**src/rtl/vp_inj_pkg.sv**
```systemverilog
`timescale 1ns/1ps
package vp_inj_pkg;
  typedef enum logic [1:0] {
    PK_READ  = 2'd0,
    PK_WRITE = 2'd1,
    PK_EOS   = 2'd2
  } pkt_kind_e;

  typedef enum logic [1:0] {
    SQ_IDLE = 2'd0,
    SQ_WALK = 2'd1,
    SQ_MARK = 2'd2
  } seq_state_e;
endpackage

```
**src/rtl/vp_inj_seq.sv**
```systemverilog
`timescale 1ns/1ps
module vp_inj_seq
  import vp_inj_pkg::*;
#(
  parameter int NTHR   = 4,
  parameter int MOD_W  = 3,
  parameter int ADDR_W = 8,
  parameter int DATA_W = 16,
  localparam int THR_W = (NTHR > 1) ? $clog2(NTHR) : 1
) (
  input  logic              clk,
  input  logic              rst_n,
  input  logic              start_ok,
  output logic [THR_W-1:0]  thr_sel,
  input  logic              thr_ref,
  input  logic              thr_wr,
  input  logic [MOD_W-1:0]  thr_mod,
  input  logic [ADDR_W-1:0] thr_addr,
  input  logic [DATA_W-1:0] thr_wdata,
  output logic              pkt_valid,
  output logic [1:0]        pkt_kind,
  output logic [THR_W-1:0]  pkt_thread,
  output logic [MOD_W-1:0]  pkt_mod,
  output logic [ADDR_W-1:0] pkt_addr,
  output logic [DATA_W-1:0] pkt_data,
  output logic              pkt_step,
  output logic              eos_fire,
  output logic              idle
);
  localparam logic [THR_W-1:0] LAST = THR_W'(NTHR - 1);

  seq_state_e        state_q, state_d;
  logic [THR_W-1:0]  cur_q, cur_d;
  logic              cur_en;
  logic              phase_q, phase_d;
  logic              pv_q, pv_d;
  logic              ld_en;
  pkt_kind_e         pk_q, pk_d;
  logic [THR_W-1:0]  pt_q, pt_d;
  logic [MOD_W-1:0]  pm_q, pm_d;
  logic [ADDR_W-1:0] pa_q, pa_d;
  logic [DATA_W-1:0] pd_q, pd_d;
  logic              ps_q, ps_d;

  // next-state logic
  always_comb begin
    state_d = state_q;
    cur_d   = cur_q;
    cur_en  = 1'b0;
    phase_d = phase_q;
    pv_d    = 1'b0;
    ld_en   = 1'b0;
    pk_d    = pk_q;
    pt_d    = pt_q;
    pm_d    = pm_q;
    pa_d    = pa_q;
    pd_d    = pd_q;
    ps_d    = ps_q;
    unique case (state_q)
      SQ_IDLE: begin
        if (start_ok) begin
          state_d = SQ_WALK;
          cur_d   = '0;
          cur_en  = 1'b1;
        end
      end
      SQ_WALK: begin
        if (thr_ref) begin
          pv_d  = 1'b1;
          ld_en = 1'b1;
          pk_d  = thr_wr ? PK_WRITE : PK_READ;
          pt_d  = cur_q;
          pm_d  = thr_mod;
          pa_d  = thr_addr;
          pd_d  = thr_wr ? thr_wdata : '0;
          ps_d  = phase_q;
        end
        if (cur_q == LAST) begin
          state_d = SQ_MARK;
        end else begin
          cur_d  = cur_q + THR_W'(1);
          cur_en = 1'b1;
        end
      end
      SQ_MARK: begin
        pv_d    = 1'b1;
        ld_en   = 1'b1;
        pk_d    = PK_EOS;
        pt_d    = '0;
        pm_d    = '0;
        pa_d    = '0;
        pd_d    = '0;
        ps_d    = phase_q;
        phase_d = ~phase_q;
        state_d = SQ_IDLE;
      end
      default: state_d = SQ_IDLE;
    endcase
  end

  // registers
  always_ff @(posedge clk or negedge rst_n) begin
    if (!rst_n) begin
      state_q <= SQ_IDLE;
      cur_q   <= '0;
      phase_q <= 1'b0;
      pv_q    <= 1'b0;
      pk_q    <= PK_READ;
      pt_q    <= '0;
      pm_q    <= '0;
      pa_q    <= '0;
      pd_q    <= '0;
      ps_q    <= 1'b0;
    end else begin
      state_q <= state_d;
      phase_q <= phase_d;
      pv_q    <= pv_d;
      if (cur_en) cur_q <= cur_d;
      if (ld_en) begin
        pk_q <= pk_d;
        pt_q <= pt_d;
        pm_q <= pm_d;
        pa_q <= pa_d;
        pd_q <= pd_d;
        ps_q <= ps_d;
      end
    end
  end

  assign thr_sel    = cur_q;
  assign pkt_valid  = pv_q;
  assign pkt_kind   = pk_q;
  assign pkt_thread = pt_q;
  assign pkt_mod    = pm_q;
  assign pkt_addr   = pa_q;
  assign pkt_data   = pd_q;
  assign pkt_step   = ps_q;
  assign eos_fire   = (state_q == SQ_MARK);
  assign idle       = (state_q == SQ_IDLE);
endmodule

```
**src/rtl/vp_inj_credit.sv**
```systemverilog
`timescale 1ns/1ps
module vp_inj_credit #(
  parameter int MAX_INFLIGHT = 2,
  localparam int CW = $clog2(MAX_INFLIGHT + 1)
) (
  input  logic clk,
  input  logic rst_n,
  input  logic inc,
  input  logic eor,
  output logic room
);
  logic [CW-1:0] cnt_q, cnt_d;
  logic          dec;

  always_comb begin
    dec   = eor && (cnt_q != '0);
    cnt_d = cnt_q;
    if (inc && !dec)      cnt_d = cnt_q + CW'(1);
    else if (!inc && dec) cnt_d = cnt_q - CW'(1);
  end

  always_ff @(posedge clk or negedge rst_n) begin
    if (!rst_n) cnt_q <= '0;
    else        cnt_q <= cnt_d;
  end

  assign room = (cnt_q < CW'(MAX_INFLIGHT));
endmodule

```
**src/rtl/vp_inj_rf.sv**
```systemverilog
`timescale 1ns/1ps
module vp_inj_rf #(
  parameter int NTHR   = 4,
  parameter int DATA_W = 16,
  localparam int THR_W = (NTHR > 1) ? $clog2(NTHR) : 1
) (
  input  logic                         clk,
  input  logic                         rst_n,
  input  logic                         we,
  input  logic [THR_W-1:0]             wsel,
  input  logic [DATA_W-1:0]            wdata,
  output logic [NTHR-1:0][DATA_W-1:0]  regs_o
);
  logic [NTHR-1:0] hit;

  for (genvar g = 0; g < NTHR; g++) begin : g_hit
    assign hit[g] = we && (wsel == THR_W'(g));
  end

  always_ff @(posedge clk or negedge rst_n) begin
    if (!rst_n) begin
      regs_o <= '0;
    end else begin
      for (int i = 0; i < NTHR; i++) begin
        if (hit[i]) regs_o[i] <= wdata;
      end
    end
  end
endmodule

```
**src/rtl/vp_injector.sv**
```systemverilog
`timescale 1ns/1ps
module vp_injector #(
  parameter int NTHR         = 4,
  parameter int MOD_W        = 3,
  parameter int ADDR_W       = 8,
  parameter int DATA_W       = 16,
  parameter int MAX_INFLIGHT = 2,
  localparam int THR_W = (NTHR > 1) ? $clog2(NTHR) : 1
) (
  input  logic              clk,
  input  logic              rst_n,
  input  logic              run,
  output logic [THR_W-1:0]  thr_sel,
  input  logic              thr_ref,
  input  logic              thr_wr,
  input  logic [MOD_W-1:0]  thr_mod,
  input  logic [ADDR_W-1:0] thr_addr,
  input  logic [DATA_W-1:0] thr_wdata,
  output logic              pkt_valid,
  output logic [1:0]        pkt_kind,
  output logic [THR_W-1:0]  pkt_thread,
  output logic [MOD_W-1:0]  pkt_mod,
  output logic [ADDR_W-1:0] pkt_addr,
  output logic [DATA_W-1:0] pkt_data,
  output logic              pkt_step,
  input  logic              rsp_valid,
  input  logic              rsp_eor,
  input  logic [THR_W-1:0]  rsp_thread,
  input  logic [DATA_W-1:0] rsp_data,
  output logic              rsp_ready,
  input  logic [THR_W-1:0]  rd_sel,
  output logic [DATA_W-1:0] rd_data
);
  logic [1:0] rs_q;
  logic       rst_s;
  logic       room, eos_fire, seq_idle;
  logic [NTHR-1:0][DATA_W-1:0] rf_regs;

  always_ff @(posedge clk or negedge rst_n) begin
    if (!rst_n) rs_q <= 2'b00;
    else        rs_q <= {rs_q[0], 1'b1};
  end
  assign rst_s = rs_q[1];

  vp_inj_seq #(
    .NTHR(NTHR), .MOD_W(MOD_W), .ADDR_W(ADDR_W), .DATA_W(DATA_W)
  ) u_seq (
    .clk(clk), .rst_n(rst_s), .start_ok(run && room),
    .thr_sel(thr_sel), .thr_ref(thr_ref), .thr_wr(thr_wr),
    .thr_mod(thr_mod), .thr_addr(thr_addr), .thr_wdata(thr_wdata),
    .pkt_valid(pkt_valid), .pkt_kind(pkt_kind), .pkt_thread(pkt_thread),
    .pkt_mod(pkt_mod), .pkt_addr(pkt_addr), .pkt_data(pkt_data),
    .pkt_step(pkt_step), .eos_fire(eos_fire), .idle(seq_idle)
  );

  vp_inj_credit #(.MAX_INFLIGHT(MAX_INFLIGHT)) u_credit (
    .clk(clk), .rst_n(rst_s), .inc(eos_fire),
    .eor(rsp_valid && rsp_eor), .room(room)
  );

  vp_inj_rf #(.NTHR(NTHR), .DATA_W(DATA_W)) u_rf (
    .clk(clk), .rst_n(rst_s), .we(rsp_valid && !rsp_eor),
    .wsel(rsp_thread), .wdata(rsp_data), .regs_o(rf_regs)
  );

  assign rsp_ready = 1'b1;
  assign rd_data   = rf_regs[rd_sel];
endmodule

```
**config.mk**
```make
export PLATFORM = sky130hd
export DESIGN_NAME = vp_injector
export DESIGN_NICKNAME = d
export VERILOG_FILES = /design/src/rtl/vp_inj_pkg.sv /design/src/rtl/vp_inj_seq.sv /design/src/rtl/vp_inj_credit.sv /design/src/rtl/vp_inj_rf.sv /design/src/rtl/vp_injector.sv
export SDC_FILE = /design/constraint.sdc
export NUM_CORES = 1
export LEC_CHECK = 0
export ABC_AREA = 0
export CORE_MARGIN = 8
export CORE_UTILIZATION = 40
export CTS_CLUSTER_SIZE = 16
export DETAILED_ROUTE_END_ITERATION = 10
export PLACE_DENSITY = 0.66
export RECOVER_POWER = 100
export SKIP_CTS_REPAIR_TIMING = 1
export SYNTH_ARGS = -nofsm -noshare
export SYNTH_HDL_FRONTEND = slang
export SYNTH_SLANG_ARGS = --single-unit
```
**constraint.sdc**
```tcl
create_clock -name clk -period 9.3 [get_ports clk]
set_input_delay 1.395 -clock clk [delete_from_list [all_inputs] [get_ports clk]]
set_output_delay 1.395 -clock clk [all_outputs]
set_load 0.02 [all_outputs]
```
# ---- Word level (Yosys, flattened, before mapping)
# Index checks and enable logic that the tools add are counted.
# W data, S select, Z words.
dict set report totals {
  reg_bits 106
  inputBits 54
  out_inout_bits 52
}
dict set report classes {
  add_sub_neg 3
  order_cmp 2
  n_eq_ne 10
  n_mux 29
  bitwise_logic 1
  n_reduce_logical 22
}
# operator count
set ops {}
lappend ops {{$mux W16} 3}
lappend ops {{$bmux W16 S2} 1}
lappend ops {{$pmux W16 S2} 1}
lappend ops {{$mux W2} 8}
lappend ops {{$pmux W2 S2} 4}
lappend ops {{$pmux W8 S2} 1}
lappend ops {{$logic_and A1 B1 Y1} 10}
lappend ops {{$eq A2 B2 Y1 const B} 4}
lappend ops {{$mux W8} 1}
lappend ops {{$reduce_bool A2 Y1} 4}
lappend ops {{$pmux W1 S2} 3}
lappend ops {{$pmux W3 S2} 1}
lappend ops {{$mux W1} 5}
lappend ops {{$add A2 B1 Y2 const B} 2}
lappend ops {{$eq A2 B1 Y1 const B} 2}
lappend ops {{$logic_not A2 Y1} 2}
lappend ops {{$ne A2 B1 Y1 const B} 2}
lappend ops {{$ne A2 B2 Y1 const B} 2}
lappend ops {{$reduce_and A4 Y1} 1}
lappend ops {{$logic_not A1 Y1} 3}
lappend ops {{$lt A2 B3 Y1 const B} 1}
lappend ops {{$mux W3} 1}
lappend ops {{$reduce_and A3 Y1} 1}
lappend ops {{$lt A2 B2 Y1 const B} 1}
lappend ops {{other kinds (3)} 3}

# ---- Longest topological paths before layout
dict set report logic_depth {
  word_depth 5
  ltp_mapped 6
  mapped_depth_nobuf 6
}

# ---- Modules after synthesis
# From an unflattened synthesis, not the netlist that was laid out.
dict set report hier_totals {
  cells_unflattened 280
  area_unflattened_um2 4514.3
}
# mod n_inst cells_per_inst area_per_inst_um2 seq_area_each_um2
set by_module_without_submodules {}
lappend by_module_without_submodules {vp_inj_rf 1 136 2411.1 1601.5}
lappend by_module_without_submodules {vp_inj_seq 1 108 1497.7 950.9}
lappend by_module_without_submodules {vp_injector 1 27 504.2 50.0}
lappend by_module_without_submodules {vp_inj_credit 1 9 101.3 50.0}

# ---- Worst setup path before layout
# OpenSTA, ideal clock, no wires.
dict set report synth_timing {
  path_type {input port to output port}
  start {input rd_sel[0]}
  end {output rd_data[10]}
  t_arrival_ns 2.427
  path_slack_ns 5.478
  stages 3
  path_buffers 2
  path_cell_list {buf_2 buf_4 mux4_2}
}
dict set report synth_between {
  elab_chain_len 2
}
# item line_no
set synth_lines {}
lappend synth_lines {{start: declaration} vp_injector.sv:31} ;# input logic [THR_W-1:0] rd_sel,
lappend synth_lines {{$bmux W16 S2} vp_injector.sv:67} ;# assign rd_data = rf_regs[rd_sel];
lappend synth_lines {{$mux W16 (not written as such)} vp_injector.sv:67}
lappend synth_lines {{end: declaration} vp_injector.sv:32} ;# output logic [DATA_W-1:0] rd_data
# No other way between the ends. The select of a mux whose other input is x is not followed.

# ---- Worst setup path in the final report
dict set report layout_timing {
  start {input rd_sel[0]}
  end {output rd_data[8]}
}
# The elaborated chain is that of the path after synthesis.

==> results_dict.tcl <==
set metrics [dict create \
    status "complete, but fails checks" \
    violations "max-capacitance violations, max-slew violations" \
    ys.flop_type "dfrtp_1" \
    dieArea_um2 14890 \
    drt_iter0_markers 130 \
    drv_slew 107 \
    grt_usage_pct 13.99 \
    fin_hold_ws_ns 0.3786 \
    fmax_mhz 186.4 \
    total_power_w 0.001528 \
    synth-edff-count 0 \
    clock_sinks 106 \
    synth.area.top_cells "dfrtp_1 (59%), mux2_2 (17%), mux4_2 (8.0%)" \
    path_common_cell "dlygate4sd3_1" \
    crit_chain "dlygate4sd3_1 -> mux4_2 -> dlygate4sd3_1" \
    cp_slowest_cell "dlygate4sd3_1" \
    hold_path_class "reg -> reg" \
    cts_tree "done" \
    postSynthCellCount 278 \
    setup_viol 0 \
    drive_gt1_share_pct 25.97 \
    io_pins 106 \
    cts_max_path_buffers 2 \
    die_y_um 122.0 \
    synth_area_leader_cell "dfrtp_1" \
    slew_headroom_pct -97.28 \
    ys_types 31 \
    cp_max_fo 16 \
    antenna_found_initial 2 \
    cp.buffers_inverters 2 \
    synth-seq-cells 106 \
    grt_pass1_wl_um 16210 \
    p_comb_share_pct 36.8 \
    post-route-min-period_ns 5.365 \
    final_nets 440 \
    clkTransAtPathRegs_ns 0.10 \
    seqPwrFrac_pct 44.4 \
    num_vias 2708 \
    syn_area_per_cell_um2 16.18 \
    core_region_area_um2 10890 \
    worstPathRequired_ns 7.91 \
    grt_setup_unrepaired "false" \
    cap_violations 2 \
    place.gp.congestion 0.7215 \
    gr-total-overflow 0 \
    endpoint_kind "output pin" \
    intPower_w 0.001013 \
    leakage_nw 2.507 \
    final_core_util_pct 53.15 \
    worst-slew-pin-transition_ns 2.959 \
    drc_errors 0 \
    crit_type "in -> out" \
    arrival_ns 3.97 \
    clock_latency_ns 0.37 \
    stdcell_count 527 \
    wirelength_um 9952 \
    tns_ns 0 \
    drtAntennaViolNets 0 \
    synthToLayoutAreaGrowth_pct 28.69 \
    slowest_delay_ns 1.29 \
    netlist_area_um2 4497 \
    powerDensity_nw_per_um2 264.0 \
    hpwl_um 6990 \
    firstDrtPassIters 3 \
    period_share_pct 57.69 \
    numCtsBuffers 9 \
    crit_family "buffers and inverters" \
    num_rows 38 \
    io_buffers 104 \
    ys_warn_count 0 \
    p_clk_share_pct 18.8 \
    htree_levels 3 \
    start_kind "input pin" \
    yosysTopAreaCellShare_pct 58.99 \
    hold_violations 0 \
    skew_ns 0.007785 \
    yosysSeqAreaShare_pct 58.99 \
    wl_per_cell_um 18.88 \
    async_reset_ff_share_pct 100.0 \
    p_sw_share_pct 33.68 \
    grt_max_degree 57 \
    grt_pass1_vias 3012 \
    placed_cells 509 \
    die_w_um 122.0 \
    cts_root_buffer "clkbuf_8" \
    synth.most_common_cell "dfrtp_1" \
    start_util_pct 41.30 \
    ir_drop_mv 0.1392 \
    p_sw_w 0.0005146 \
    viasPerCell 5.139 \
    netlist_top_cells_count "dfrtp_1 (106), mux2_2 (66), a22o_1 (30)" \
]
[state kept, by name (all words and copies together), names as in the netlist, 2 cells and up]
name,count
rs_q,2
u_credit.cnt_q,2
u_rf.regs_o,64
u_seq.pkt_addr,8
u_seq.pkt_data,16
u_seq.pkt_kind,2
u_seq.pkt_mod,3
u_seq.pkt_thread,2
u_seq.state_q,2
u_seq.thr_sel,2
[final timing paths]
path	startpoint	endpoint	slack (ns)	cells past startpoint
worst max register to register	rs_q[1]	u_seq.state_q[0]	4.88	1
worst min register to register	rs_q[0]	rs_q[1]	0.38	0
max in group asynchronous	rs_q[1]	u_seq.state_q[0]	4.88	1
worst max-delay path	rd_sel[0]	rd_data[8]	3.93	3
worst min-delay path	rs_q[0]	rs_q[1]	0.38	0
min in group asynchronous	rs_q[1]	u_seq.pkt_addr[4]	0.81	0
[cell type report]
| type | instances | area (µm²) |
|---|---|---|
| well taps | 140 | 175.2 |
| inverters | 3 | 11.26 |
| clock buffers | 9 | 123.9 |
| multi-input cells | 153 | 1690 |
| flip-flops and latches | 106 | 2653 |
| diodes | 2 | 5.005 |
| fillers | 936 | 5101 |
| repair buffers | 107 | 1052 |
| clock inverters | 7 | 76.32 |
[routing by layer]
metal	GRT usage [%]	part of all wire, %	up-vias
met5	0	0	-
met4	3.007	0.70	0
met3	8.052	9.9	6
met2	21.05	45	81
met1	17.10	45	1381
li1	-	-	1240
[logic make-up after synthesis]
kind of cell / synth area share [%]
adder cells (fa/ha/maj): 1.669
buffers and inverters: 3.116
other: 0.08339
XOR/XNOR: 0.7792
flip-flops: 58.99
multiplexers: 24.76
AND/OR/NAND/NOR: 3.200
AO/OA/AOI/OAI: 7.401
[power groups by stage]
stage | Combinational (W) | Clock (W) | Sequential [W]
2_1_floorplan | 0.000285 | 0 | 0.000745
3_3_place_gp | 0.000590 | 0 | 0.000685
3_5_place_dp | 0.000603 | 0 | 0.000687
4_1_cts | 0.000604 | 0.000302 | 0.000682
5_1_grt | 0.000609 | 0.000319 | 0.000697
6_report | 0.000562 | 0.000288 | 0.000678
[placed cells by master (no fill, tap or decap), drive strengths merged, types with 3 or more instances in the layout]
master         netlist  layout
inv                  3       5
mux4                16      16
a22o                30      30
nor2                 3       3
xor2                 3       3
clkbuf               2      12
ha                   6       6
mux2                66      66
clkdlybuf4s50        0      49
a21oi                6       6
dlygate4sd3          0      55
dfrtp              106     106
[through the flow]
| stage | area, µm² | worst slack (ns) |
|---|---|---|
| after floorplan | 4501 | 5.478 |
| after global placement | 5618 | 4.075 |
| after detailed placement | 5618 | 4.021 |
| after CTS | 5818 | 4.021 |
| after global routing | 5787 | 3.763 |
| final | 5787 | 3.935 |
Power figures use the tool's default switching activity.
